--- src/rtl/btte_pkg.sv ---
package btte_pkg;
    typedef enum logic [1:0] {
        ST_IDLE,
        ST_STATUS,
        ST_MARKER,
        ST_ADDR
    } btte_state_e;

    localparam int TAG_W   = 2;
    localparam int NIB_W   = 4;
    localparam int ENTRY_W = TAG_W + NIB_W;

    localparam logic [TAG_W-1:0] TAG_CODE = 2'b00;
    localparam logic [TAG_W-1:0] TAG_ADDR = 2'b10;

    localparam logic [NIB_W-1:0] CODE_TAKEN = 4'h5;
    localparam logic [NIB_W-1:0] CODE_SZ2   = 4'hD;
    localparam logic [NIB_W-1:0] CODE_SZ3   = 4'hE;
endpackage

--- src/rtl/btte_nib_sel.sv ---
module btte_nib_sel #(
    parameter int ADDR_W  = 32,
    parameter int NIB_CNT = 6,
    parameter int IDX_W   = 3
) (
    input  logic [ADDR_W-1:0]         addr,
    input  logic [IDX_W-1:0]          idx,
    output logic [btte_pkg::NIB_W-1:0] nib
);
    localparam int NW = btte_pkg::NIB_W;

    logic [ADDR_W-2:0] shifted;
    logic [NW-1:0]     nibs [NIB_CNT];

    assign shifted = addr[ADDR_W-1:1];

    genvar g;
    generate
        for (g = 0; g < NIB_CNT; g++) begin : g_nib
            assign nibs[g] = shifted[g*NW +: NW];
        end
    endgenerate

    always_comb begin
        nib = '0;
        for (int i = 0; i < NIB_CNT; i++) begin
            if (idx == IDX_W'(i)) nib = nibs[i];
        end
    end
endmodule

--- src/rtl/btte_ctrl.sv ---
module btte_ctrl
    import btte_pkg::*;
#(
    parameter int ADDR_W      = 32,
    parameter int SHORT_BYTES = 2,
    parameter int LONG_BYTES  = 3,
    parameter int IDX_W       = 3
) (
    input  logic               clk,
    input  logic               rst,
    input  logic               br_valid,
    output logic               br_ready,
    input  logic               br_variant,
    input  logic [ADDR_W-1:0]  br_target,
    input  logic               cfg_capture_en,
    input  logic               cfg_long_addr,
    output logic               ent_valid,
    input  logic               ent_ready,
    output logic [ENTRY_W-1:0] ent_data,
    output logic [ADDR_W-1:0]  held_addr,
    output logic [IDX_W-1:0]   nib_idx,
    input  logic [NIB_W-1:0]   nib_val
);
    localparam logic [IDX_W-1:0] SHORT_LAST = IDX_W'(SHORT_BYTES * 2 - 1);
    localparam logic [IDX_W-1:0] LONG_LAST  = IDX_W'(LONG_BYTES * 2 - 1);

    btte_state_e       state_q, state_d;
    logic [IDX_W-1:0]  idx_q;
    logic [ADDR_W-1:0] addr_q;
    logic              long_q, cap_q;
    logic              accept;
    logic [IDX_W-1:0]  last_idx;

    assign accept   = br_valid && (state_q == ST_IDLE);
    assign last_idx = long_q ? LONG_LAST : SHORT_LAST;

    always_comb begin
        state_d = state_q;
        unique case (state_q)
            ST_IDLE:   if (accept)    state_d = ST_STATUS;
            ST_STATUS: if (ent_ready) state_d = cap_q ? ST_MARKER : ST_IDLE;
            ST_MARKER: if (ent_ready) state_d = ST_ADDR;
            ST_ADDR:   if (ent_ready && idx_q == last_idx) state_d = ST_IDLE;
            default:                  state_d = ST_IDLE;
        endcase
    end

    always_ff @(posedge clk) begin
        if (rst) begin
            state_q <= ST_IDLE;
            idx_q   <= '0;
            addr_q  <= '0;
            long_q  <= 1'b0;
            cap_q   <= 1'b0;
        end else begin
            state_q <= state_d;
            if (accept) begin
                addr_q <= br_target;
                long_q <= cfg_long_addr;
                cap_q  <= cfg_capture_en && br_variant;
            end
            if (state_q == ST_MARKER)
                idx_q <= '0;
            else if (state_q == ST_ADDR && ent_ready)
                idx_q <= idx_q + 1'b1;
        end
    end

    always_comb begin
        br_ready  = (state_q == ST_IDLE);
        ent_valid = (state_q != ST_IDLE);
        held_addr = addr_q;
        nib_idx   = idx_q;
        unique case (state_q)
            ST_STATUS: ent_data = {TAG_CODE, CODE_TAKEN};
            ST_MARKER: ent_data = {TAG_CODE, long_q ? CODE_SZ3 : CODE_SZ2};
            ST_ADDR:   ent_data = {TAG_ADDR, nib_val};
            default:   ent_data = '0;
        endcase
    end

    // reset state
    p_reset_idle_r1: assert property (@(posedge clk)
        rst |=> (!ent_valid && br_ready));

    // acceptance presents the status entry next cycle
    p_accept_status_r2: assert property (@(posedge clk) disable iff (rst)
        (br_valid && br_ready) |=> (ent_valid && ent_data == {TAG_CODE, CODE_TAKEN}));

    // no new event while a series is pending
    p_busy_block_r6: assert property (@(posedge clk) disable iff (rst)
        ent_valid |-> !br_ready);

    // stalled entry is held
    p_stall_hold_r7: assert property (@(posedge clk) disable iff (rst)
        (ent_valid && !ent_ready) |=> (ent_valid && $stable(ent_data)));
endmodule

--- src/rtl/brtgt_trace_enc.sv ---
module brtgt_trace_enc #(
    parameter int ADDR_W      = 32,
    parameter int SHORT_BYTES = 2,
    parameter int LONG_BYTES  = 3
) (
    input  logic              clk,
    input  logic              rst,
    input  logic              br_valid,
    output logic              br_ready,
    input  logic              br_variant,
    input  logic [ADDR_W-1:0] br_target,
    input  logic              cfg_capture_en,
    input  logic              cfg_long_addr,
    output logic              ent_valid,
    input  logic              ent_ready,
    output logic [5:0]        ent_data
);
    localparam int NIB_CNT = LONG_BYTES * 2;
    localparam int IDX_W   = $clog2(NIB_CNT);

    logic [ADDR_W-1:0]          held_addr;
    logic [IDX_W-1:0]           nib_idx;
    logic [btte_pkg::NIB_W-1:0] nib_val;

    btte_ctrl #(
        .ADDR_W(ADDR_W), .SHORT_BYTES(SHORT_BYTES),
        .LONG_BYTES(LONG_BYTES), .IDX_W(IDX_W)
    ) u_ctrl (
        .clk(clk), .rst(rst),
        .br_valid(br_valid), .br_ready(br_ready),
        .br_variant(br_variant), .br_target(br_target),
        .cfg_capture_en(cfg_capture_en), .cfg_long_addr(cfg_long_addr),
        .ent_valid(ent_valid), .ent_ready(ent_ready), .ent_data(ent_data),
        .held_addr(held_addr), .nib_idx(nib_idx), .nib_val(nib_val)
    );

    btte_nib_sel #(
        .ADDR_W(ADDR_W), .NIB_CNT(NIB_CNT), .IDX_W(IDX_W)
    ) u_sel (
        .addr(held_addr), .idx(nib_idx), .nib(nib_val)
    );
endmodule

--- config.mk ---
export PLATFORM = sky130hd
export DESIGN_NAME = brtgt_trace_enc
export DESIGN_NICKNAME = d
export VERILOG_FILES = /design/src/rtl/btte_pkg.sv /design/src/rtl/btte_nib_sel.sv /design/src/rtl/btte_ctrl.sv /design/src/rtl/brtgt_trace_enc.sv
export SDC_FILE = /design/constraint.sdc
export NUM_CORES = 1
export LEC_CHECK = 0
export BUFFER_PORTS_ARGS = -buffer_cell sky130_fd_sc_hd__buf_2
export CAP_MARGIN = 20
export CORE_MARGIN = 4
export CORE_UTILIZATION = 56
export CTS_CLUSTER_DIAMETER = 80
export DETAILED_ROUTE_END_ITERATION = 6
export PLACE_DENSITY = 0.87
export SETUP_SLACK_MARGIN = 0.15
export SLEW_MARGIN = 0
export SYNTH_ARGS = -nofsm -noshare
export SYNTH_HDL_FRONTEND = slang
export SYNTH_HIERARCHICAL = 1
export SYNTH_SLANG_ARGS = --single-unit
export TNS_END_PERCENT = 20
--- constraint.sdc ---
create_clock -name clk -period 4.1 [get_ports clk]
set_clock_uncertainty 0.1 [all_clocks]
set_input_delay 0.615 -clock clk [delete_from_list [all_inputs] [get_ports clk]]
set_output_delay 0.615 -clock clk [all_outputs]
set_load 0.05 [all_outputs]
## After elaboration in Yosys (flattened, before gate mapping)

Cells that the tools add are included.

- Equality and inequality tests: 13
- Reductions and logical operators: 9
- Muxes and demuxes: 15
- $add $sub $neg: 1

Operators with widths:

| operator | count |
|---|---|
| $mux 4 | 6 |
| $pmux 6 s3 | 1 |
| $mux 2 | 6 |
| $pmux 2 s4 | 1 |
| $eq 3x2->1 const B | 2 |
| $eq 3x3->1 const B | 2 |
| $eq 2x2->1 const B | 2 |
| $logic_and 1x1->1 | 4 |
| $ne 2x1->1 const B | 2 |
| $ne 2x2->1 const B | 2 |
| $reduce_and 4->1 | 1 |
| $add 3x1->3 const B | 1 |
| $eq 3x1->1 const B | 1 |
| $eq 3x3->1 | 1 |
| $logic_not 3->1 | 1 |
| $mux 3 | 1 |
| $eq 2x1->1 const B | 1 |
| $logic_not 2->1 | 1 |
| $reduce_bool 2->1 | 1 |
| $reduce_or 2->1 | 1 |

- Register bits after elaboration: 32
- Input port bits: 39
- Output and inout port bits: 8

## Longest topological paths before layout

- Word-level depth: 8
- Mapped depth: 6
- Mapped depth without buffers: 5

## Hierarchy

The synthesis kept the hierarchy.

Modules (own cells, without submodules):

| module | area each (µm²) | cells each | times used | seq. area each (µm²) |
|---|---|---|---|---|
| btte_ctrl | 1572.8 | 196 | 1 | 780.7 |
| btte_nib_sel | 205.2 | 23 | 1 | 0.0 |

## Worst setup path after synthesis

Ideal clock, no wire load.

- Path kind: flip-flop to output port
- Start: register u_ctrl.idx_q[0], in the netlist u_ctrl/nib_idx[0]
- End: output port ent_data[3]
- Stages on the path, launching flop included: 6
- Arrival time: 1.831 ns
- Slack: 1.554 ns
- Path through: dfxtp_1 > buf_6 > mux2i_1 > a221oi_1 > inv_1 > a21oi_1

- Word-level cells in the longest chain between the ends: 8
- Elaborated cells between the ends (all ways): 13
- Classes of those cells: eq/ne: 5; mux: 7; reduce/logical: 1

Ends and longest elaborated chain:

| what | RTL line | text |
|---|---|---|
| start: declaration | btte_ctrl.sv:28 | `logic [IDX_W-1:0] idx_q;` |
| start signal: assignment | btte_ctrl.sv:65 | `idx_q <= idx_q + 1'b1;` |
| $logic_not 3->1 | btte_nib_sel.sv:27 | `if (idx == IDX_W'(i)) nib = nibs[i];` |
| $mux 4 (5 in a row) | btte_nib_sel.sv:27 |  |
| $mux 4 (*) | btte_nib_sel.sv:27 |  |
| named net nib_val, one bit | brtgt_trace_enc.sv:23 | `logic [btte_pkg::NIB_W-1:0] nib_val;` |
| $pmux 6 s3 (*) | btte_ctrl.sv:74 | `unique case (state_q)` |
| end: declaration | brtgt_trace_enc.sv:16 | `output logic [5:0] ent_data` |

Mark *: on every way through the listed nets, which the timed path passes. The rest lies on a longest branch.

## Worst setup path in the final report

- Start: register u_ctrl.idx_q[0], in the netlist u_ctrl/nib_idx[0]
- End: output port ent_data[0]

The elaborated chain is that of the path after synthesis.

==> reports/qor.log <==
qor: run_status.run_status finished clean
qor: clock_tree.cts.root.buffer_cell sky130_fd_sc_hd__clkbuf_4
qor: grt.track_usage 19.1%
qor: cells_and_area.fillCellCount 235
qor: clock_tree.clock_path_buffers 2
qor: yosys.synth_fp_nets 227
qor: clock_tree.cts_tree built
qor: floorplan.die-width 60.1 um
qor: drt.routed_wire_length_per_instance 12.4 um
qor: setup_path.timing_worst_setup_path_type flip-flop to primary output
qor: drt.drt_pre_antenna_iters 4
qor: min_path.kind_of_path_behind_the_tightest_hold_check flip-flop to flip-flop
qor: cells_and_area.fin_nets 255
qor: grt.globalRouteOverflowTotal 0
qor: run.max-cap-violations 0
qor: clock_tree.cts_inserted_buffers 5
qor: floorplan.floorplan.core_area 0.00252 sq mm
qor: grt.grt_first_pass_wirelength 5150 um
qor: cells_and_area.drive_above_1_share 20.8%
qor: timing.postLayoutSetupSlackWorst 1.01 ns
qor: setup_path.critical_path.cell_chain mux2i_1, o21a_1, a221oi_1, o21ai_0, o31ai_1, buf_2
qor: power.vdd_drop_max 0.290 mV
qor: drt.wirelength 3040 um
qor: clock_tree.cts.repair_timing.setup_buffer_count 0
qor: timing.finalSetupViolations 0
qor: timing.max_freq 324 MHz
qor: timing.tightestPinTransition 0.952 ns
qor: clock_tree.ctsHoldBuffers 0
qor: timing.slew-limit-headroom 36.5%
qor: clock_tree.clock-sinks 31
qor: floorplan.design.portCount 47
qor: setup_path.timing.critical_path.arrival 2.37 ns
qor: cells_and_area.area_delta_synth_final 9.73%
qor: timing.min_period 3.09 ns
qor: grt.first_global_vias 1207
qor: floorplan.rows 18
qor: setup_path.critPathMaxStageDelay 0.86 ns
qor: power.power-per-cell-area 355 mW/mm^2
qor: setup_path.cp.required 3.38 ns
qor: setup_path.worst_setup_path_start_kind flip-flop
qor: cells_and_area.multi_input_comb_area 749 sq um
qor: drt.drtIter0Drc 53
qor: yosys.postSynthCellCount 187
qor: yosys.synthesis.yosys.warnings 6
qor: floorplan.die_area 0.00361 sq mm
qor: setup_path.crit_path_end_kind primary output
qor: timing.part_of_the_cycle_the_worst_path_needs 75.3%
qor: placed_design.dp_hpwl 2090 um
qor: clock_tree.clk-insertion-delay-late 0.33 ns
qor: clock_tree.cts_max_level 2
qor: power.total_leakage_power 0.660 nW
qor: cells_and_area.insertedDiodeCount 0
qor: setup_path.crit_fanout 17
qor: grt.grt_max_degree 35
qor: drt.vias 1329
qor: floorplan.start_util 60.2%
qor: placed_design.preCtsSetupSlack 1.36 ns
qor: timing.totalNegativeSetupSlack 0 ns
qor: placed_design.gp_congestion 0.830
qor: timing.maxSlewViolCount 0
qor: yosys.postSynthAreaPerCell 8.12 sq um
qor: floorplan.die_y 60.1 um
qor: clock_tree.clkSlewWorstSetupHoldPaths 0.09 ns
qor: timing.hold_viol 0
qor: yosys.post_synth_instance_area 0.00152 sq mm
qor: drt.route.antenna.remaining_nets 0
qor: drt.route.detailed.vias_per_inst 5.40
qor: clock_tree.cts_resized 0
qor: setup_path.critical-path-slowest-cell sky130_fd_sc_hd__dfxtp_1
qor: cells_and_area.seqCellArea 621 sq um
qor: placed_design.io_buffer_count 37
qor: drt.route.detailed.drc 0
qor: grt.grt_antenna_before_repair 0
qor: timing.rsz0062_at_grt false
-- flip-flops by register name (all words and copies together), names as in the netlist, named ones only --
register	flops
u_ctrl/held_addr	24
u_ctrl/nib_idx	3
u_ctrl/cap_q	1
u_ctrl/state_q	1
u_ctrl/long_q	1
-- placed cells by master (no fill, tap or decap), drive strengths merged, types with 2 or more instances in the layout --
cell type / n
nand2: 54
buf: 37
a21oi: 31
dfxtp: 31
mux2i: 13
clkbuf: 6
inv: 5
nor2: 5
a221oi: 5
o21ai: 4
o21a: 4
o31ai: 3
nand3: 3
nor2b: 2
-- final timing paths --
check	to	startpoint	slack, ns	cells past startpoint
worst max-delay path	ent_data[0]	u_ctrl/nib_idx[0]	1.01	6
worst min-delay path	u_ctrl/held_addr[19]	u_ctrl/held_addr[19]	0.36	2
worst max register to register	u_ctrl/held_addr[20]	u_ctrl/state_q[0]	2.30	3
worst min register to register	u_ctrl/held_addr[19]	u_ctrl/held_addr[19]	0.36	2
-- stage by stage --
stage	hold WS, ns	cell area, sq um	instances	power, mW	util, %
floorplan	0.336	1520	187	0.410	-
global placement	0.342	1610	238	0.424	63.9
detailed placement	0.346	1610	238	0.427	63.9
CTS	0.360	1670	246	0.595	66.0
global route	0.378	1670	246	0.624	66.0
finish	0.361	1670	246	0.591	66.0
-- power by group --
group	leakage [nW]	internal, mW	switching, mW
registers	0.254	0.318	0.0115
logic	0.377	0.0328	0.0573
clock network	0.0282	0.0661	0.105
-- routing by layer --
layer | up-vias | wire, um | global-route usage, % | share of wire [%]
met3 | 6 | 211 | 5.83 | 6.9
met1 | 597 | 1370 | 24.1 | 45
met5 | - | 0 | 0 | 0
met4 | 0 | 31 | 7.59 | 1.0
li1 | 689 | - | - | -
met2 | 37 | 1430 | 30.2 | 47
-- worst max-delay path: cells and delay by family, from the launching register on --
family,cells,cell delay (ns)
buffers and inverters,1,0.32
flip-flops,1,0.86
AO/OA/AOI/OAI,4,0.69
multiplexers,1,0.19
-- cell type report --
type                       count  share of cell area [%]
tap                           30                    2.25
sequential                    31                    37.3
clock buffer                   6                    2.48
inverter                       5                    1.13
timing repair buffer          37                    11.1
multi-input combinational    135                    45.0
clock inverter                 2                   0.751
Power figures use the tool's default switching activity.
